<file path="src/rtl/disp_i2c_pkg.sv">
// Shared definitions for the display bus receiver.
// Assumes: 8-bit bytes, MSB first, fixed 6-bit address prefix.
package disp_i2c_pkg;

    typedef enum logic [1:0] {
        PH_IDLE = 2'd0,
        PH_ADDR = 2'd1,
        PH_CMD  = 2'd2,
        PH_DATA = 2'd3
    } phase_t;

    localparam logic [5:0] ADDR_PREFIX = 6'b011100;
    localparam logic [3:0] SEL_OPCODE  = 4'b1110;

endpackage

</file>
<file path="src/rtl/i2c_line_sync.sv">
// Synchronizes SCL/SDA into the system clock and derives edge and
// bus-condition pulses. Assumes the system clock is much faster than SCL.
module i2c_line_sync #(
    parameter int SYNC_STAGES = 2
) (
    input  logic clk,
    input  logic rst_n,
    input  logic scl_i,
    input  logic sda_i,
    output logic sda_lvl,
    output logic scl_rise,
    output logic scl_fall,
    output logic start_det,
    output logic stop_det
);

    logic [SYNC_STAGES-1:0] scl_sh;
    logic [SYNC_STAGES-1:0] sda_sh;
    logic scl_lvl;
    logic scl_q;
    logic sda_q;

    // Synchronizer chains, idle-high after reset.
    always_ff @(posedge clk) begin
        if (!rst_n) begin
            scl_sh <= '1;
            sda_sh <= '1;
        end else begin
            scl_sh <= {scl_sh[SYNC_STAGES-2:0], scl_i};
            sda_sh <= {sda_sh[SYNC_STAGES-2:0], sda_i};
        end
    end

    assign scl_lvl = scl_sh[SYNC_STAGES-1];
    assign sda_lvl = sda_sh[SYNC_STAGES-1];

    // Previous-sample registers for edge detection.
    always_ff @(posedge clk) begin
        if (!rst_n) begin
            scl_q <= 1'b1;
            sda_q <= 1'b1;
        end else begin
            scl_q <= scl_lvl;
            sda_q <= sda_lvl;
        end
    end

    // Edge and condition decode.
    assign scl_rise  = scl_lvl & ~scl_q;
    assign scl_fall  = ~scl_lvl & scl_q;
    assign start_det = scl_lvl & scl_q & sda_q & ~sda_lvl;
    assign stop_det  = scl_lvl & scl_q & ~sda_q & sda_lvl;

endmodule

</file>
<file path="src/rtl/i2c_byte_rx.sv">
// Bit counter and shift register for one byte plus its acknowledge slot.
// Pulses byte_done on the SCL fall after the last data bit, and slot_end
// on the SCL fall that closes the acknowledge slot.
module i2c_byte_rx #(
    parameter int BYTE_W = 8
) (
    input  logic              clk,
    input  logic              rst_n,
    input  logic              enable,
    input  logic              start_det,
    input  logic              stop_det,
    input  logic              scl_rise,
    input  logic              scl_fall,
    input  logic              sda_lvl,
    output logic [BYTE_W-1:0] rx_byte,
    output logic              byte_done,
    output logic              slot_end
);

    localparam int CNT_W = $clog2(BYTE_W + 2);
    localparam logic [CNT_W-1:0] CNT_LAST = CNT_W'(BYTE_W);
    localparam logic [CNT_W-1:0] CNT_ACK  = CNT_W'(BYTE_W + 1);

    logic [CNT_W-1:0] bit_cnt;
    logic             bus_evt;

    assign bus_evt   = start_det | stop_det;
    assign byte_done = enable & ~bus_evt & scl_fall & (bit_cnt == CNT_LAST);
    assign slot_end  = enable & ~bus_evt & scl_fall & (bit_cnt == CNT_ACK);

    // Shift data bits on SCL rise and step through the acknowledge slot.
    always_ff @(posedge clk) begin
        if (!rst_n) begin
            bit_cnt <= '0;
            rx_byte <= '0;
        end else if (bus_evt) begin
            bit_cnt <= '0;
        end else if (enable) begin
            if (scl_rise && (bit_cnt < CNT_LAST)) begin
                rx_byte <= {rx_byte[BYTE_W-2:0], sda_lvl};
                bit_cnt <= bit_cnt + 1'b1;
            end else if (byte_done) begin
                bit_cnt <= CNT_ACK;
            end else if (slot_end) begin
                bit_cnt <= '0;
            end
        end
    end

endmodule

</file>
<file path="src/rtl/disp_ptr_ctrl.sv">
// Display-memory pointer and chained-device select counter.
// Assumes load and advance never arrive in the same cycle.
module disp_ptr_ctrl #(
    parameter int PTR_W = 6,
    parameter int SUB_W = 3
) (
    input  logic             clk,
    input  logic             rst_n,
    input  logic             load_ptr,
    input  logic [PTR_W-1:0] ptr_val,
    input  logic             load_sub,
    input  logic [SUB_W-1:0] sub_val,
    input  logic             advance,
    output logic [PTR_W-1:0] ptr,
    output logic [SUB_W-1:0] sub
);

    localparam logic [PTR_W-1:0] PTR_MAX = '1;

    // Load from commands, or step after a data byte with carry into sub.
    always_ff @(posedge clk) begin
        if (!rst_n) begin
            ptr <= '0;
            sub <= '0;
        end else begin
            if (load_ptr) ptr <= ptr_val;
            if (load_sub) sub <= sub_val;
            if (advance) begin
                if (ptr == PTR_MAX) begin
                    ptr <= '0;
                    sub <= sub + 1'b1;
                end else begin
                    ptr <= ptr + 1'b1;
                end
            end
        end
    end

endmodule

</file>
<file path="src/rtl/disp_i2c_rx.sv">
// Top of the display bus receiver: address match, command/data phase
// sequencing, acknowledge drive and output strobes.
// Assumes an external open-drain pad: sda_oe_o = 1 pulls the line low.
module disp_i2c_rx
    import disp_i2c_pkg::*;
#(
    parameter int PTR_W = 6,
    parameter int SUB_W = 3
) (
    input  logic             clk,
    input  logic             rst_n,
    input  logic             scl_i,
    input  logic             sda_i,
    output logic             sda_oe_o,
    input  logic             addr_sel_i,
    input  logic [SUB_W-1:0] hw_sub_i,
    output logic             cmd_valid_o,
    output logic [7:0]       cmd_byte_o,
    output logic             wr_en_o,
    output logic [PTR_W-1:0] wr_ptr_o,
    output logic [SUB_W-1:0] wr_sub_o,
    output logic [7:0]       wr_data_o
);

    localparam int BYTE_W = 8;

    logic              sda_lvl, scl_rise, scl_fall, start_det, stop_det;
    logic [BYTE_W-1:0] rx_byte;
    logic              byte_done, slot_end;
    phase_t            phase;
    logic [PTR_W-1:0]  cur_ptr;
    logic [SUB_W-1:0]  cur_sub;
    logic              addr_hit, dev_sel, cmd_take, data_take;
    logic              load_ptr, load_sub, give_ack;

    i2c_line_sync #(.SYNC_STAGES(2)) u_sync (
        .clk       (clk),
        .rst_n     (rst_n),
        .scl_i     (scl_i),
        .sda_i     (sda_i),
        .sda_lvl   (sda_lvl),
        .scl_rise  (scl_rise),
        .scl_fall  (scl_fall),
        .start_det (start_det),
        .stop_det  (stop_det)
    );

    i2c_byte_rx #(.BYTE_W(BYTE_W)) u_byte (
        .clk       (clk),
        .rst_n     (rst_n),
        .enable    (phase != PH_IDLE),
        .start_det (start_det),
        .stop_det  (stop_det),
        .scl_rise  (scl_rise),
        .scl_fall  (scl_fall),
        .sda_lvl   (sda_lvl),
        .rx_byte   (rx_byte),
        .byte_done (byte_done),
        .slot_end  (slot_end)
    );

    // Byte classification for the current phase.
    assign addr_hit  = (rx_byte[7:2] == ADDR_PREFIX) && (rx_byte[1] == addr_sel_i) && !rx_byte[0];
    assign dev_sel   = (hw_sub_i == cur_sub);
    assign cmd_take  = byte_done && (phase == PH_CMD);
    assign data_take = byte_done && (phase == PH_DATA);
    assign load_ptr  = cmd_take && !rx_byte[6];
    assign load_sub  = cmd_take && (rx_byte[6:3] == SEL_OPCODE);
    assign give_ack  = ((phase == PH_ADDR) && addr_hit) || (phase == PH_CMD) ||
                       ((phase == PH_DATA) && dev_sel);

    disp_ptr_ctrl #(.PTR_W(PTR_W), .SUB_W(SUB_W)) u_ptr (
        .clk      (clk),
        .rst_n    (rst_n),
        .load_ptr (load_ptr),
        .ptr_val  (rx_byte[PTR_W-1:0]),
        .load_sub (load_sub),
        .sub_val  (rx_byte[SUB_W-1:0]),
        .advance  (data_take),
        .ptr      (cur_ptr),
        .sub      (cur_sub)
    );

    // Transfer phase sequencing.
    always_ff @(posedge clk) begin
        if (!rst_n) begin
            phase <= PH_IDLE;
        end else if (start_det) begin
            phase <= PH_ADDR;
        end else if (stop_det) begin
            phase <= PH_IDLE;
        end else if (byte_done) begin
            case (phase)
                PH_ADDR: phase <= addr_hit ? PH_CMD : PH_IDLE;
                PH_CMD:  phase <= rx_byte[7] ? PH_CMD : PH_DATA;
                default: phase <= phase;
            endcase
        end
    end

    // Acknowledge drive across the ninth clock pulse.
    always_ff @(posedge clk) begin
        if (!rst_n) begin
            sda_oe_o <= 1'b0;
        end else if (start_det || stop_det || slot_end) begin
            sda_oe_o <= 1'b0;
        end else if (byte_done) begin
            sda_oe_o <= give_ack;
        end
    end

    // Command strobe and captured byte.
    always_ff @(posedge clk) begin
        if (!rst_n) begin
            cmd_valid_o <= 1'b0;
            cmd_byte_o  <= '0;
        end else begin
            cmd_valid_o <= cmd_take;
            if (cmd_take) cmd_byte_o <= rx_byte;
        end
    end

    // Display-memory write strobe with pre-increment address.
    always_ff @(posedge clk) begin
        if (!rst_n) begin
            wr_en_o   <= 1'b0;
            wr_ptr_o  <= '0;
            wr_sub_o  <= '0;
            wr_data_o <= '0;
        end else begin
            wr_en_o <= data_take && dev_sel;
            if (data_take && dev_sel) begin
                wr_ptr_o  <= cur_ptr;
                wr_sub_o  <= cur_sub;
                wr_data_o <= rx_byte;
            end
        end
    end

endmodule

</file>
<file path="config.mk">
export PLATFORM = sky130hd
export DESIGN_NAME = disp_i2c_rx
export DESIGN_NICKNAME = d
export VERILOG_FILES = /design/src/rtl/disp_i2c_pkg.sv /design/src/rtl/i2c_line_sync.sv /design/src/rtl/i2c_byte_rx.sv /design/src/rtl/disp_ptr_ctrl.sv /design/src/rtl/disp_i2c_rx.sv
export SDC_FILE = /design/constraint.sdc
export NUM_CORES = 1
export LEC_CHECK = 0
export BUFFER_PORTS_ARGS = -buffer_cell sky130_fd_sc_hd__buf_2
export CAP_MARGIN = 20
export CORE_MARGIN = 4
export CORE_UTILIZATION = 44
export DETAILED_ROUTE_END_ITERATION = 10
export GPL_TIMING_DRIVEN = 0
export HOLD_SLACK_MARGIN = 0.1
export PLACE_DENSITY = 0.71
export SETUP_SLACK_MARGIN = 0.02
export SLEW_MARGIN = 20
export SYNTH_ARGS = -nofsm -noshare
export SYNTH_HDL_FRONTEND = slang
export SYNTH_SLANG_ARGS = --single-unit
</file>
<file path="constraint.sdc">
create_clock -name clk -period 2.7 [get_ports clk]
set_clock_uncertainty 0.05 [all_clocks]
set_input_delay 0.81 -clock clk [delete_from_list [all_inputs] [get_ports clk]]
set_output_delay 0.81 -clock clk [all_outputs]
set_load 0.005 [all_outputs]
</file>
==> key figures <==
CTS
  • Setup bufs post-CTS: 0
  • CTS max path bufs: 2
  • Skew-Pair Late Insertion Delay: 0.33 ns
  • CTS clk-pin slew, worst paths: 0.06 ns
  • CTS tree: done
  • Hold buffers post-CTS: 0
  • Num Clock Sinks: 57
  • Num CTS Buffers: 9
  • Clock root buffer: clkbuf_8
  • H-Tree Depth: 3
  • Post-CTS sizing: 0

Worst setup path
  • CP Class: flop to flop
  • CP Data Required Time: 2.85 ns
  • FF-to-FF path depth: 10
  • CP Max Fanout: 10
  • Worst setup SP type: flop
  • CP endpoint kind: flop
  • Reg2reg setup slack: 0.29 ns
  • Worst path arrival time: 2.56 ns
  • Worst r2r src: phase[0]
  • Worst r2r dst: wr_sub_o[2]

Synthesis
  • Synth unique cells: 50
  • Register area share after synthesis: 0.4484
  • Post-synth top cells: dfxtp_1 (57), nand2_1 (39), nor2_1 (34), a21oi_1 (30), mux2i_1 (23)
  • Gate count of the mapped netlist: 286
  • Synth Warn #: 0
  • Top post-synthesis cells by area: dfxtp_1 (45%), mux2i_1 (9.0%), a21oi_1 (5.9%)
  • Netlist Area Pre-Place: 0.002545 mm²
  • Share of the synthesized area in the top cell type: 0.4484
  • Syn_nets: 303
  • Number of enable flip-flop cells after synthesis: 0
  • Async S/R FF share, synth: 0
  • Ys flop type: dfxtp_1
  • Yosys reg bits: 57
  • Most frequent cell after synthesis: dfxtp_1
  • Area leader, netlist: dfxtp_1
  • Synthesized area per cell: 8.898 µm²

Pwr
  • Pleak: 0.001284 µW
  • Tot Pwr: 1684 µW
  • Peak VDD IR: 0.4181 mV
  • Power Density: 560.5 mW/mm²

Min path
  • HP Start: u_sync.sda_sh[0]
  • Hold WC Path Type: flop to flop
  • Worst Hold Depth: 1
  • Hold Crit Endpoint: u_sync.sda_sh[1]

Timing
  • Final setup fails: 0
  • Slew Viols, Final: 0
  • Endpoints failing hold: 0
  • Achievable frequency: 414.7 MHz
  • Worst-Margin Slew: 0.6229 ns
  • RSZ-0062 raised after global routing: no
  • Slew headroom: 0.5840
  • Fin crit share: 0.8931
  • Setup TNS: 0 ns
  • Fin crit period: 2.411 ns

Detailed routing
  • Drt pass-1 iters: 4
  • First DRT Iteration DRCs: 121
  • Routed via count: 2167
  • DRC viols: 0
  • Drt total wl: 5.755 mm
  • Post-DRT Antenna Nets: 0
  • Vias per cell: 5.311
  • WL/cell: 14.11 µm

Global route
  • First-pass GRT wire length: 9.687 mm
  • Largest net degree at the start of global routing: 11
  • Total track usage: 0.1737
  • GRT overflow: 0
  • Vias in the first global route: 1982
  • Initial antenna violation count: 0

Cells and area
  • Fill count: 521
  • Sequential Area: 0.001141 mm²
  • Final Cell Area: 0.003005 mm²
  • Area of the multi-input gates: 0.001315 mm²
  • Synth-to-Final Area Change: 18.09%
  • Share of cells above drive strength 1: 0.1786
  • ANT cells: 0
  • Nets@finish: 349

Floorplan
  • Die area: 0.007064 mm²
  • Die height: 84.05 µm
  • Core Rows: 27
  • Core area: 0.005574 mm²
  • Initial core utilization: 0.4566
  • Top Ports: 36
  • DIE WIDTH: 84.05 µm

Flow run
  • Max_cap viols: 0

Place
  • IO Port Bufs: 35
  • Dpl hpwl: 4.034 mm
  • RD Place Congestion: 0.8824
  • Placed cell area: 0.002810 mm²

Status
  • Status: finished, final reports clean
[area by class of cell]
type / instances / area share
plain buffers: 11 / 0.01957
clock buffers: 12 / 0.05162
clock inverters: 3 / 0.01332
inverters: 8 / 0.009992
multi-input cells: 210 / 0.4376
flip-flops and latches: 57 / 0.3797
well taps: 72 / 0.02998
repair buffers: 35 / 0.05828
[state kept, by name (all words and copies together), names as in the netlist]
signal	count
cmd_byte_o	8
u_byte.rx_byte	8
wr_data_o	8
u_ptr.ptr	6
wr_ptr_o	6
u_byte.bit_cnt	4
u_ptr.sub	3
wr_sub_o	3
phase	2
u_sync.scl_sh	2
u_sync.sda_sh	2
cmd_valid_o	1
sda_oe_o	1
u_sync.scl_q	1
u_sync.sda_q	1
wr_en_o	1
[stage by stage]
stage	std cells	util	hold slack, ns	worst slack [ns]
5_1_grt	408	0.5392	0.3769	0.07134
3_5_place_dp	393	0.5042	0.3502	0.2796
3_3_place_gp	393	0.5042	0.3428	0.3347
6_report	408	0.5392	0.3611	0.2887
2_1_floorplan	286	-	0.3363	0.6232
4_1_cts	408	0.5392	0.3657	0.2533
[worst max-delay path: stages (launching register included)]
cell and delay, ns:
dfxtp_1 0.37, inv_1 0.10, ha_1 0.20, clkbuf_1 0.19, nand3b_1 0.26, nor2_2 0.33
nand4_1 0.14, buf_2 0.25, buf_6 0.19, mux2i_1 0.15, nor2_1 0.05
[cell usage in the layout, fill, tap and decap left out, types with 8 or more instances in the layout]
master,Yosys,layout
dfxtp_1,57,57
nand2_1,39,39
buf_2,2,37
nor2_1,34,34
a21oi_1,30,30
mux2i_1,23,23
o21ai_0,12,12
nand2b_1,11,11
clkbuf_8,0,11
ha_1,9,9
inv_1,8,8
clkbuf_1,7,8
[metal layers]
metal  routed length [µm]  up-vias  global-route usage
li1                     -     1100                   -
met1                 2730     1004              0.2236
met2                 2674       53              0.2733
met3                  273       10             0.04738
met4                   77        0             0.07164
met5                    0        -                   0
[how the worst max path moves through the flow]
stage                         from           end  slack, ns  depth (start not counted)
after global routing      phase[0]      sda_oe_o       0.07                          9
after CTS                 phase[0]      sda_oe_o       0.25                          9
final                     phase[0]   wr_sub_o[2]       0.29                         10
after global placement    phase[0]   wr_ptr_o[3]       0.33                         10
after detailed placement  phase[0]   wr_ptr_o[3]       0.28                         10
after floorplan           phase[0]  u_ptr.sub[2]       0.62                          9
[report_power, final]
part	internal (µW)	switching [µW]	total, µW
sequential	846	4.06	850
clock	468	317	786
combinational	17.2	31.7	48.9
total	1330	353	1680
[logic make-up after synthesis]
group | Yosys count | synth area share
AOI/OAI and AO/OA | 64 | 0.1539
xor gates and xnor gates | 6 | 0.02065
adders and majority gates | 9 | 0.04425
buffers and inverters | 19 | 0.03491
DFF | 57 | 0.4484
muxes | 23 | 0.09046
and+or+nand+nor | 108 | 0.2075
No activity file was read; power rests on OpenSTA's default activity.
